### src/rtl/mec_pkg.sv
package mec_pkg;
   localparam int REG_AW = 4;
   localparam int REG_DW = 32;

   localparam logic [REG_AW-1:0] ADR_STATUS = 4'd0;
   localparam logic [REG_AW-1:0] ADR_SUPP   = 4'd1;
   localparam logic [REG_AW-1:0] ADR_IEN    = 4'd2;
   localparam logic [REG_AW-1:0] ADR_SBECTL = 4'd3;
   localparam logic [REG_AW-1:0] ADR_CDH    = 4'd4;
   localparam logic [REG_AW-1:0] ADR_CDL    = 4'd5;
   localparam logic [REG_AW-1:0] ADR_CCHK   = 4'd6;
   localparam logic [REG_AW-1:0] ADR_CAL    = 4'd7;
   localparam logic [REG_AW-1:0] ADR_CAH    = 4'd8;
   localparam logic [REG_AW-1:0] ADR_IJH    = 4'd9;
   localparam logic [REG_AW-1:0] ADR_IJL    = 4'd10;
   localparam logic [REG_AW-1:0] ADR_IJC    = 4'd11;

   localparam int THR_LSB   = 16;
   localparam int INJ_EN_BIT = 8;

   typedef struct packed {
      logic mbe;
      logic sbe;
   } err_pair_t;
endpackage

### src/rtl/mec_sbe_count.sv
module mec_sbe_count #(
   parameter int THR_W = 8
) (
   input  logic             clk,
   input  logic             rst_n,
   input  logic             load,
   input  logic [THR_W-1:0] load_thr,
   input  logic             hit,
   output logic [THR_W-1:0] thr,
   output logic [THR_W-1:0] cnt,
   output logic             reach
);
   localparam int SUM_W = THR_W + 1;

   logic [SUM_W-1:0] nxt;

   if (THR_W < 1 || THR_W > 8) begin : g_bad_thr
      $error("mec_sbe_count: THR_W must be 1..8");
   end

   always_comb begin
      nxt   = {1'b0, cnt} + SUM_W'(1);
      reach = hit && (nxt >= {1'b0, thr});
   end

   always_ff @(posedge clk or negedge rst_n) begin
      if (!rst_n) begin
         thr <= '0;
         cnt <= '0;
      end else if (load) begin
         thr <= load_thr;
         cnt <= '0;
      end else if (hit) begin
         cnt <= reach ? '0 : nxt[THR_W-1:0];
      end
   end


   cnt_bound_chk: assert property (@(posedge clk) disable iff (!rst_n)
      (thr == '0) ? (cnt == '0) : (cnt < thr));
endmodule

### src/rtl/mec_capture.sv
module mec_capture #(
   parameter int DATA_W = 64,
   parameter int CHK_W  = 8,
   parameter int ADDR_W = 40
) (
   input  logic              clk,
   input  logic              rst_n,
   input  logic              take,
   input  logic              hold,
   input  logic [DATA_W-1:0] data_i,
   input  logic [CHK_W-1:0]  chk_i,
   input  logic [ADDR_W-1:0] addr_i,
   output logic [DATA_W-1:0] cap_data,
   output logic [CHK_W-1:0]  cap_chk,
   output logic [ADDR_W-1:0] cap_addr
);
   localparam int NWORDS = DATA_W / 32;

   logic load;

   if (DATA_W % 32 != 0) begin : g_bad_dw
      $error("mec_capture: DATA_W must be a multiple of 32");
   end

   assign load = take && !hold;

   for (genvar w = 0; w < NWORDS; w++) begin : g_word
      always_ff @(posedge clk or negedge rst_n) begin
         if (!rst_n)    cap_data[w*32 +: 32] <= '0;
         else if (load) cap_data[w*32 +: 32] <= data_i[w*32 +: 32];
      end
   end

   always_ff @(posedge clk or negedge rst_n) begin
      if (!rst_n) begin
         cap_chk  <= '0;
         cap_addr <= '0;
      end else if (load) begin
         cap_chk  <= chk_i;
         cap_addr <= addr_i;
      end
   end


   cap_freeze_chk: assert property (@(posedge clk) disable iff (!rst_n)
      hold |=> ($stable(cap_data) && $stable(cap_chk) && $stable(cap_addr)));
endmodule

### src/rtl/mec_inject.sv
module mec_inject #(
   parameter int DATA_W = 64,
   parameter int CHK_W  = 8
) (
   input  logic              en,
   input  logic [DATA_W-1:0] mask,
   input  logic [CHK_W-1:0]  chk_mask,
   input  logic [DATA_W-1:0] data_i,
   input  logic [CHK_W-1:0]  chk_i,
   output logic [DATA_W-1:0] data_o,
   output logic [CHK_W-1:0]  chk_o
);
   localparam int NWORDS = DATA_W / 32;

   for (genvar w = 0; w < NWORDS; w++) begin : g_lane
      assign data_o[w*32 +: 32] = data_i[w*32 +: 32] ^ (en ? mask[w*32 +: 32] : 32'h0);
   end

   assign chk_o = chk_i ^ (en ? chk_mask : '0);
endmodule

### src/rtl/mec_err_monitor.sv
module mec_err_monitor
   import mec_pkg::*;
#(
   parameter int DATA_W = 64,
   parameter int CHK_W  = 8,
   parameter int ADDR_W = 40,
   parameter int THR_W  = 8
) (
   input  logic              clk,
   input  logic              rst_n,
   input  logic              reg_wr,
   input  logic [REG_AW-1:0] reg_addr,
   input  logic [REG_DW-1:0] reg_wdata,
   output logic [REG_DW-1:0] reg_rdata,
   input  logic              ev_sbe,
   input  logic              ev_mbe,
   input  logic [DATA_W-1:0] ev_data,
   input  logic [CHK_W-1:0]  ev_chk,
   input  logic [ADDR_W-1:0] ev_addr,
   input  logic [DATA_W-1:0] wr_data_i,
   input  logic [CHK_W-1:0]  wr_chk_i,
   output logic [DATA_W-1:0] wr_data_o,
   output logic [CHK_W-1:0]  wr_chk_o,
   output logic              irq
);
   localparam int EXT_W = ADDR_W - 32;

   if (DATA_W != 64) begin : g_bad_dw
      $error("mec_err_monitor: DATA_W must be 64");
   end
   if (CHK_W < 1 || CHK_W > 8) begin : g_bad_cw
      $error("mec_err_monitor: CHK_W must be 1..8");
   end
   if (ADDR_W < 33 || ADDR_W > 64) begin : g_bad_aw
      $error("mec_err_monitor: ADDR_W must be 33..64");
   end

   err_pair_t        flags_q, supp_q, ien_q, set_v, clr_v;
   logic [31:0]      inj_hi_q, inj_lo_q;
   logic [CHK_W-1:0] inj_chk_q;
   logic             inj_en_q;
   logic             sbe_hit, mbe_hit, sbe_reach;
   logic [THR_W-1:0] thr, cnt;
   logic [DATA_W-1:0] cap_data;
   logic [CHK_W-1:0]  cap_chk;
   logic [ADDR_W-1:0] cap_addr;

   function automatic logic wr_to(input logic [REG_AW-1:0] a);
      return reg_wr && (reg_addr == a);
   endfunction

   assign sbe_hit = ev_sbe && !supp_q.sbe;
   assign mbe_hit = ev_mbe && !supp_q.mbe;

   mec_sbe_count #(.THR_W(THR_W)) u_cnt (
      .clk      (clk),
      .rst_n    (rst_n),
      .load     (wr_to(ADR_SBECTL)),
      .load_thr (reg_wdata[THR_LSB +: THR_W]),
      .hit      (sbe_hit),
      .thr      (thr),
      .cnt      (cnt),
      .reach    (sbe_reach)
   );

   mec_capture #(.DATA_W(DATA_W), .CHK_W(CHK_W), .ADDR_W(ADDR_W)) u_cap (
      .clk      (clk),
      .rst_n    (rst_n),
      .take     (sbe_hit || mbe_hit),
      .hold     (flags_q.sbe || flags_q.mbe),
      .data_i   (ev_data),
      .chk_i    (ev_chk),
      .addr_i   (ev_addr),
      .cap_data (cap_data),
      .cap_chk  (cap_chk),
      .cap_addr (cap_addr)
   );

   mec_inject #(.DATA_W(DATA_W), .CHK_W(CHK_W)) u_inj (
      .en       (inj_en_q),
      .mask     ({inj_hi_q, inj_lo_q}),
      .chk_mask (inj_chk_q),
      .data_i   (wr_data_i),
      .chk_i    (wr_chk_i),
      .data_o   (wr_data_o),
      .chk_o    (wr_chk_o)
   );

   always_comb begin
      set_v.sbe = sbe_reach;
      set_v.mbe = mbe_hit;
      clr_v     = wr_to(ADR_STATUS) ? err_pair_t'(reg_wdata[1:0]) : '0;
   end

   always_ff @(posedge clk or negedge rst_n) begin
      if (!rst_n) begin
         flags_q   <= '0;
         supp_q    <= '0;
         ien_q     <= '0;
         inj_hi_q  <= '0;
         inj_lo_q  <= '0;
         inj_chk_q <= '0;
         inj_en_q  <= 1'b0;
      end else begin
         flags_q <= (flags_q & ~clr_v) | set_v;
         if (wr_to(ADR_SUPP)) supp_q   <= err_pair_t'(reg_wdata[1:0]);
         if (wr_to(ADR_IEN))  ien_q    <= err_pair_t'(reg_wdata[1:0]);
         if (wr_to(ADR_IJH))  inj_hi_q <= reg_wdata;
         if (wr_to(ADR_IJL))  inj_lo_q <= reg_wdata;
         if (wr_to(ADR_IJC)) begin
            inj_chk_q <= reg_wdata[CHK_W-1:0];
            inj_en_q  <= reg_wdata[INJ_EN_BIT];
         end
      end
   end

   assign irq = |(flags_q & ien_q);

   always_comb begin
      reg_rdata = '0;
      case (reg_addr)
         ADR_STATUS: reg_rdata[1:0] = flags_q;
         ADR_SUPP:   reg_rdata[1:0] = supp_q;
         ADR_IEN:    reg_rdata[1:0] = ien_q;
         ADR_SBECTL: begin
            reg_rdata[THR_LSB +: THR_W] = thr;
            reg_rdata[THR_W-1:0]        = cnt;
         end
         ADR_CDH:    reg_rdata = cap_data[63:32];
         ADR_CDL:    reg_rdata = cap_data[31:0];
         ADR_CCHK:   reg_rdata[CHK_W-1:0] = cap_chk;
         ADR_CAL:    reg_rdata = cap_addr[31:0];
         ADR_CAH:    reg_rdata[EXT_W-1:0] = cap_addr[ADDR_W-1:32];
         ADR_IJH:    reg_rdata = inj_hi_q;
         ADR_IJL:    reg_rdata = inj_lo_q;
         ADR_IJC: begin
            reg_rdata[CHK_W-1:0]  = inj_chk_q;
            reg_rdata[INJ_EN_BIT] = inj_en_q;
         end
         default:    reg_rdata = '0;
      endcase
   end


   mbe_rise_chk: assert property (@(posedge clk) disable iff (!rst_n)
      $rose(flags_q.mbe) |-> $past(ev_mbe && !supp_q.mbe));


   sbe_fall_chk: assert property (@(posedge clk) disable iff (!rst_n)
      $fell(flags_q.sbe) |-> $past(reg_wr && (reg_addr == ADR_STATUS) && reg_wdata[0]));


   irq_quiet_chk: assert property (@(posedge clk) disable iff (!rst_n)
      (flags_q == '0) |-> !irq);
endmodule

### config.mk
export PLATFORM = sky130hd
export DESIGN_NAME = mec_err_monitor
export DESIGN_NICKNAME = d
export VERILOG_FILES = /design/src/rtl/mec_pkg.sv /design/src/rtl/mec_sbe_count.sv /design/src/rtl/mec_capture.sv /design/src/rtl/mec_inject.sv /design/src/rtl/mec_err_monitor.sv
export SDC_FILE = /design/constraint.sdc
export NUM_CORES = 1
export LEC_CHECK = 0
export BUFFER_PORTS_ARGS = -buffer_cell sky130_fd_sc_hd__buf_2
export CORE_MARGIN = 2
export CORE_UTILIZATION = 34
export CTS_CLUSTER_SIZE = 40
export DETAILED_ROUTE_END_ITERATION = 8
export PLACE_DENSITY_LB_ADDON = 0.1
export REMOVE_ABC_BUFFERS = 1
export SYNTH_ARGS = -nofsm -noshare
export SYNTH_HDL_FRONTEND = slang
export SYNTH_SLANG_ARGS = --single-unit
### constraint.sdc
create_clock -name clk -period 6.8 [get_ports clk]
set_clock_uncertainty 0.15 [all_clocks]
set_input_delay 1.36 -clock clk [delete_from_list [all_inputs] [get_ports clk]]
set_output_delay 1.36 -clock clk [all_outputs]
set_load 0.005 [all_outputs]
## After elaboration in Yosys (flattened, before gate mapping)

Cells that the tools add are included.

- Order comparisons: 1
- Divide/modulo/power cells: 0
- Shift operators: 0
- Muxes and demuxes: 13
- Bitwise logic cells: 7
- Multipliers: 0
- Equal/unequal tests: 11
- $add $sub $neg: 1
- Reduce and logical (&&, ||, !) cells: 19

Operators with widths:

| operator | count |
|---|---|
| $mux 32 | 2 |
| $xor 32x32->32 | 2 |
| $pmux 6 s9 | 1 |
| $pmux 8 s6 | 1 |
| $pmux 8 s5 | 1 |
| $pmux 7 s5 | 1 |
| $mux 8 | 4 |
| $pmux 2 s12 | 1 |
| $eq 4x3->1 const B | 4 |
| $eq 4x4->1 const B | 4 |
| $logic_and 1x1->1 | 11 |
| $add 8x1->9 const B | 1 |
| $ge 9x8->1 | 1 |
| $eq 4x2->1 const B | 2 |
| $xor 8x8->8 | 1 |
| $pmux 1 s6 | 1 |
| $and 2x2->2 | 2 |
| $eq 4x1->1 const B | 1 |
| $logic_not 4->1 | 1 |
| $logic_not 1->1 | 3 |
| $logic_or 1x1->1 | 2 |
| $mux 2 | 1 |
| $not 2->2 | 1 |
| $or 2x2->2 | 1 |
| 2 further kinds | 2 |

- Flip-flop bits (word level): 207
- Bits in writable memories: 0
- Memory bits (read-only): 0
- Latch bits: 0
- Output and inout port bits: 105
- Memories: 0

## Depth between registers and ports, before layout

- Depth after elaboration: 6
- Gate-level depth with buffers: 12
- Gate-level depth less buffers: 11

## Hierarchy

From an unflattened synthesis, not the netlist that was laid out.

- Cells, all modules: 924
- Area total of the unflattened synthesis: 11405.9 sq um

Modules (own cells, without submodules):

| module | seq. area each (sq um) | area an instance (sq um) | cells an instance | times used |
|---|---|---|---|---|
| mec_err_monitor | 1976.9 | 4794.6 | 427 | 1 |
| mec_capture | 2802.7 | 4580.6 | 237 | 1 |
| mec_sbe_count | 400.4 | 1039.7 | 108 | 1 |
| mec_inject | 0.0 | 991.0 | 152 | 1 |

## Worst setup path before layout

No wires, ideal clock.

- Kind: input -> output
- From: in reg_addr[0]
- To: out reg_rdata[6]
- Stages on the path: 6
- Path buffers: 3
- Required time: 5.290 ns
- Path slack: 2.907 ns
- Arrival: 2.383 ns
- Path through: buf_2 buf_4 clkbuf_1 o21ai_0 a222oi_1 nand3_1

- Word-level cells in the longest chain between the ends: 2

Ends and longest elaborated chain:

| item | RTL line | text |
|---|---|---|
| start, declared | mec_err_monitor.sv:12 | `input logic [REG_AW-1:0] reg_addr,` |
| $eq 4x4->1 (tied with other cells) | mec_err_monitor.sv:121 | `case (reg_addr)` |
| $pmux 6 s9 * | mec_err_monitor.sv:121 |  |
| end, declared | mec_err_monitor.sv:14 | `output logic [REG_DW-1:0] reg_rdata,` |

Mark *: on every way between the ends. The rest lies on a longest branch, timed or not.

## Worst setup path after layout

- From: in reg_addr[1]
- To: out reg_rdata[7]

Same word-level chain as after synthesis.

==> summary.md <==
| Metric | Value |
|---|---|
| Setup TNS Final | 0 ns |
| Core area | 0.0298 sq mm |
| Crit-path cells | buf_2, nand2_1, nor2_4, a222oi_1, o221ai_1, buf_2 |
| Boundary Pins | 330 |
| CTS tree | yes |
| Final Power | 4.29 mW |
| CTS Buffer Depth | 3 |
| DR vias | 8032 |
| Die ar. | 0.0319 sq mm |
| Routed vias/inst | 5.02 |
| Final wirelength | 31100 microns |
| Synth Warn # | 0 |
| Slew headroom | 0.227 |
| CTS Sinks | 207 |
| GPL Wtd Cong | 0.774 |
| FILL cells | 2932 |
| Vias in the first global route | 8166 |
| Clock latency at the later pin of the worst-skew pair | 0.53 ns |
| Most common cell in the synthesized netlist | dfrtp_1 |
| TritonCTS Buffers | 25 |
| Yosys top cell by area | dfrtp_1 |
| Commonest cells in the netlist | dfrtp_1, mux2_2, nand2_1 |
| Syn Std Cell Area | 0.0103 sq mm |
| Setup slack after placement | 1.79 ns |
| Clk slew on worst S/H paths | 0.05 ns |
| Post-synth EDFFs | 0 |
| CTS Hold Bufs | 0 |
| Setup crit end kind | output port |
| Worst path slowest cell | nor2_4 |
| Initial DRC count | 440 |
| Peak supply drop | 0.000175 V |
| Synth top area cells | dfrtp_1, mux2_2, mux2_1 |
| DR DRC count | 0 |
| Chip Width | 178 microns |
| CP required | 5.29 ns |
| Biggest cell delay along the critical path | 0.92 ns |
| PwrDens | 327 mW/mm^2 |
| Status | complete, no violations |
| Fin crit share | 0.750 |
| Slew Viols, Final | 0 |
| Initial antenna violation count | 4 |
| Worst hold slack | 0.353 ns |
| CTS root buf | clkbuf_16 |
| Max Fclk | 196 MHz |
| Ys async rst share | 1.00 |
| Final Hold Viols | 0 |
| # nets final | 1425 |
| Cell variety after synth | 47 |
| Max-Cap Viols | 0 |
| Flops & latches, synth | 207 |
| PnR worst setup slack | 1.70 ns |
| Worst hold path class | flop to flop |
| Largest net degree at the start of global routing | 108 |
| Cells after Synth | 880 |
| Top cell type's share of synthesized area | 0.500 |
| Crit path arrival time | 3.59 ns |
| Global route total overflow | 0 |
| Most Frequent Cell on Critical Path | buf_2 |
| Cell Rows | 63 |
| Detailed Routing Iterations Pass 1 | 5 |
| Final core utilization | 0.440 |
| # setup viols final | 0 |
| Startpoint types | input pin |
| Post-synthesis sequential area ratio | 0.500 |
| Synth Flop Type | dfrtp_1 |
| HPWL Detailed | 21500 microns |
| Setup bufs post-CTS | 0 |
| CP Max Fanout | 29 |
| Kind of critical path | input pin to output port |
| Post-CTS resize count | 0 |
| Slew @ Worst Pin | 1.16 ns |
| Tot GR Track Use | 0.193 |
| Die height | 178 microns |
| Starting density of the core | 0.347 |
| WL per Instance | 19.4 microns |
| Syn avg cell area | 11.8 sq um |
| Area Growth Syn to Fin | 26.7% |
| RSZ-0062 raised after global routing | false |
| First-pass GRT wire length | 47600 microns |
| Min Tclk post-route | 5.10 ns |
| Input/output buffers | 329 |
| Total number of H-tree levels | 1 |
| Post-route ant nets | 0 |
| LEAKAGE | 6.18 nW |
| Area of the multi-input gates | 0.00491 sq mm |
| Storage cell area | 0.00518 sq mm |
| Layout cells sized above 1 | 0.432 |
[area by class of cell]
class | count | area share
Tap cell | 390 | 0.0372
Inverter | 9 | 0.00258
Sequential cell | 207 | 0.395
Clock inverter | 4 | 0.00229
Timing Repair Buffer | 337 | 0.132
Antenna cell | 3 | 0.000572
Clock buffer | 39 | 0.0563
Multi-Input combinational cell | 611 | 0.374
[registers in the layout, indices dropped and copies added (netlist names)]
name,count
u_cap.cap_data,64
u_cnt.cnt,8
flags_q,2
inj_lo_q,32
inj_en_q,1
u_cap.cap_addr,40
inj_hi_q,32
supp_q,2
u_cnt.thr,8
ien_q,2
u_cap.cap_chk,8
inj_chk_q,8
[path summary, 6_finish.rpt]
check / startpoint / endpoint / slack [ns] / depth (start not counted)
hold reg to reg: u_cap.cap_addr[24]$_DFFE_PN0P_ / u_cap.cap_addr[24]$_DFFE_PN0P_ / 0.35 / 1
min in group asynchronous: rst_n / u_cap.cap_data[55]$_DFFE_PN0P_ / 0.69 / 1
max in group asynchronous: rst_n / inj_en_q$_DFFE_PN0P_ / 4.68 / 2
hold / removal: u_cap.cap_addr[24]$_DFFE_PN0P_ / u_cap.cap_addr[24]$_DFFE_PN0P_ / 0.35 / 1
setup / recovery: reg_addr[1] / reg_rdata[7] / 1.70 / 6
setup reg to reg: u_cnt.cnt[0]$_DFFE_PN0P_ / u_cnt.cnt[7]$_DFFE_PN0P_ / 3.66 / 10
[power by group]
group          internal [mW]  switching [mW]  total (mW)
sequential              1.68           0.318        2.00
clock                  0.741           0.517        1.26
combinational          0.603           0.434        1.04
[critical path, delay by kind of cell]
family / cells / cell delay (ns)
AOI/OAI and AO/OA: 2 / 0.40
buffers and inverters: 2 / 0.63
and+or+nand+nor: 2 / 1.20
[cells in the final DEF, fill, tap and decap left out, types with 4 or more instances in the layout]
master     netlist  final
a21oi_1         13     13
a222oi_1        18     18
a22oi_1         49     49
and2_1           4      4
buf_2           25    328
buf_4           11      7
clkbuf_1        16      8
clkbuf_16        0     25
clkbuf_8         0      6
dfrtp_1        207    206
ha_1             9      9
inv_1            8      8
mux2_1          60     60
mux2_2         129    129
mux2i_1          9      9
nand2_1        128    127
nand2b_1         4      4
nand3_1         24     24
nand4_1          6      6
nor2_1          12     10
nor2_4           1      4
nor2b_1          8      8
nor3_1           7      5
o211ai_1         4      4
o21ai_0         16     16
xnor2_1         76     76
[stage by stage]
step / cells / instance area [sq um]
2_1_floorplan: 827 / 10100
3_3_place_gp: 1554 / 12300
3_5_place_dp: 1554 / 12300
4_1_cts: 1597 / 13100
5_1_grt: 1598 / 13100
6_report: 1600 / 13100
[metal layers]
layer | routed length, microns | vias up | track usage
li1 | - | 3764 | -
met1 | 13900 | 3964 | 0.263
met2 | 14500 | 266 | 0.318
met3 | 2070 | 34 | 0.0394
met4 | 590 | 4 | 0.0437
met5 | 24 | - | 0
[cell families after synthesis]
group,synth area share
flip-flops,0.500
AND/OR/NAND/NOR,0.0874
AO/OA/AOI/OAI,0.0849
buffers and inverters,0.0295
XOR/XNOR,0.0660
multiplexers,0.221
adder cells (fa/ha/maj),0.0109
(Power assumes the default switching activity.)
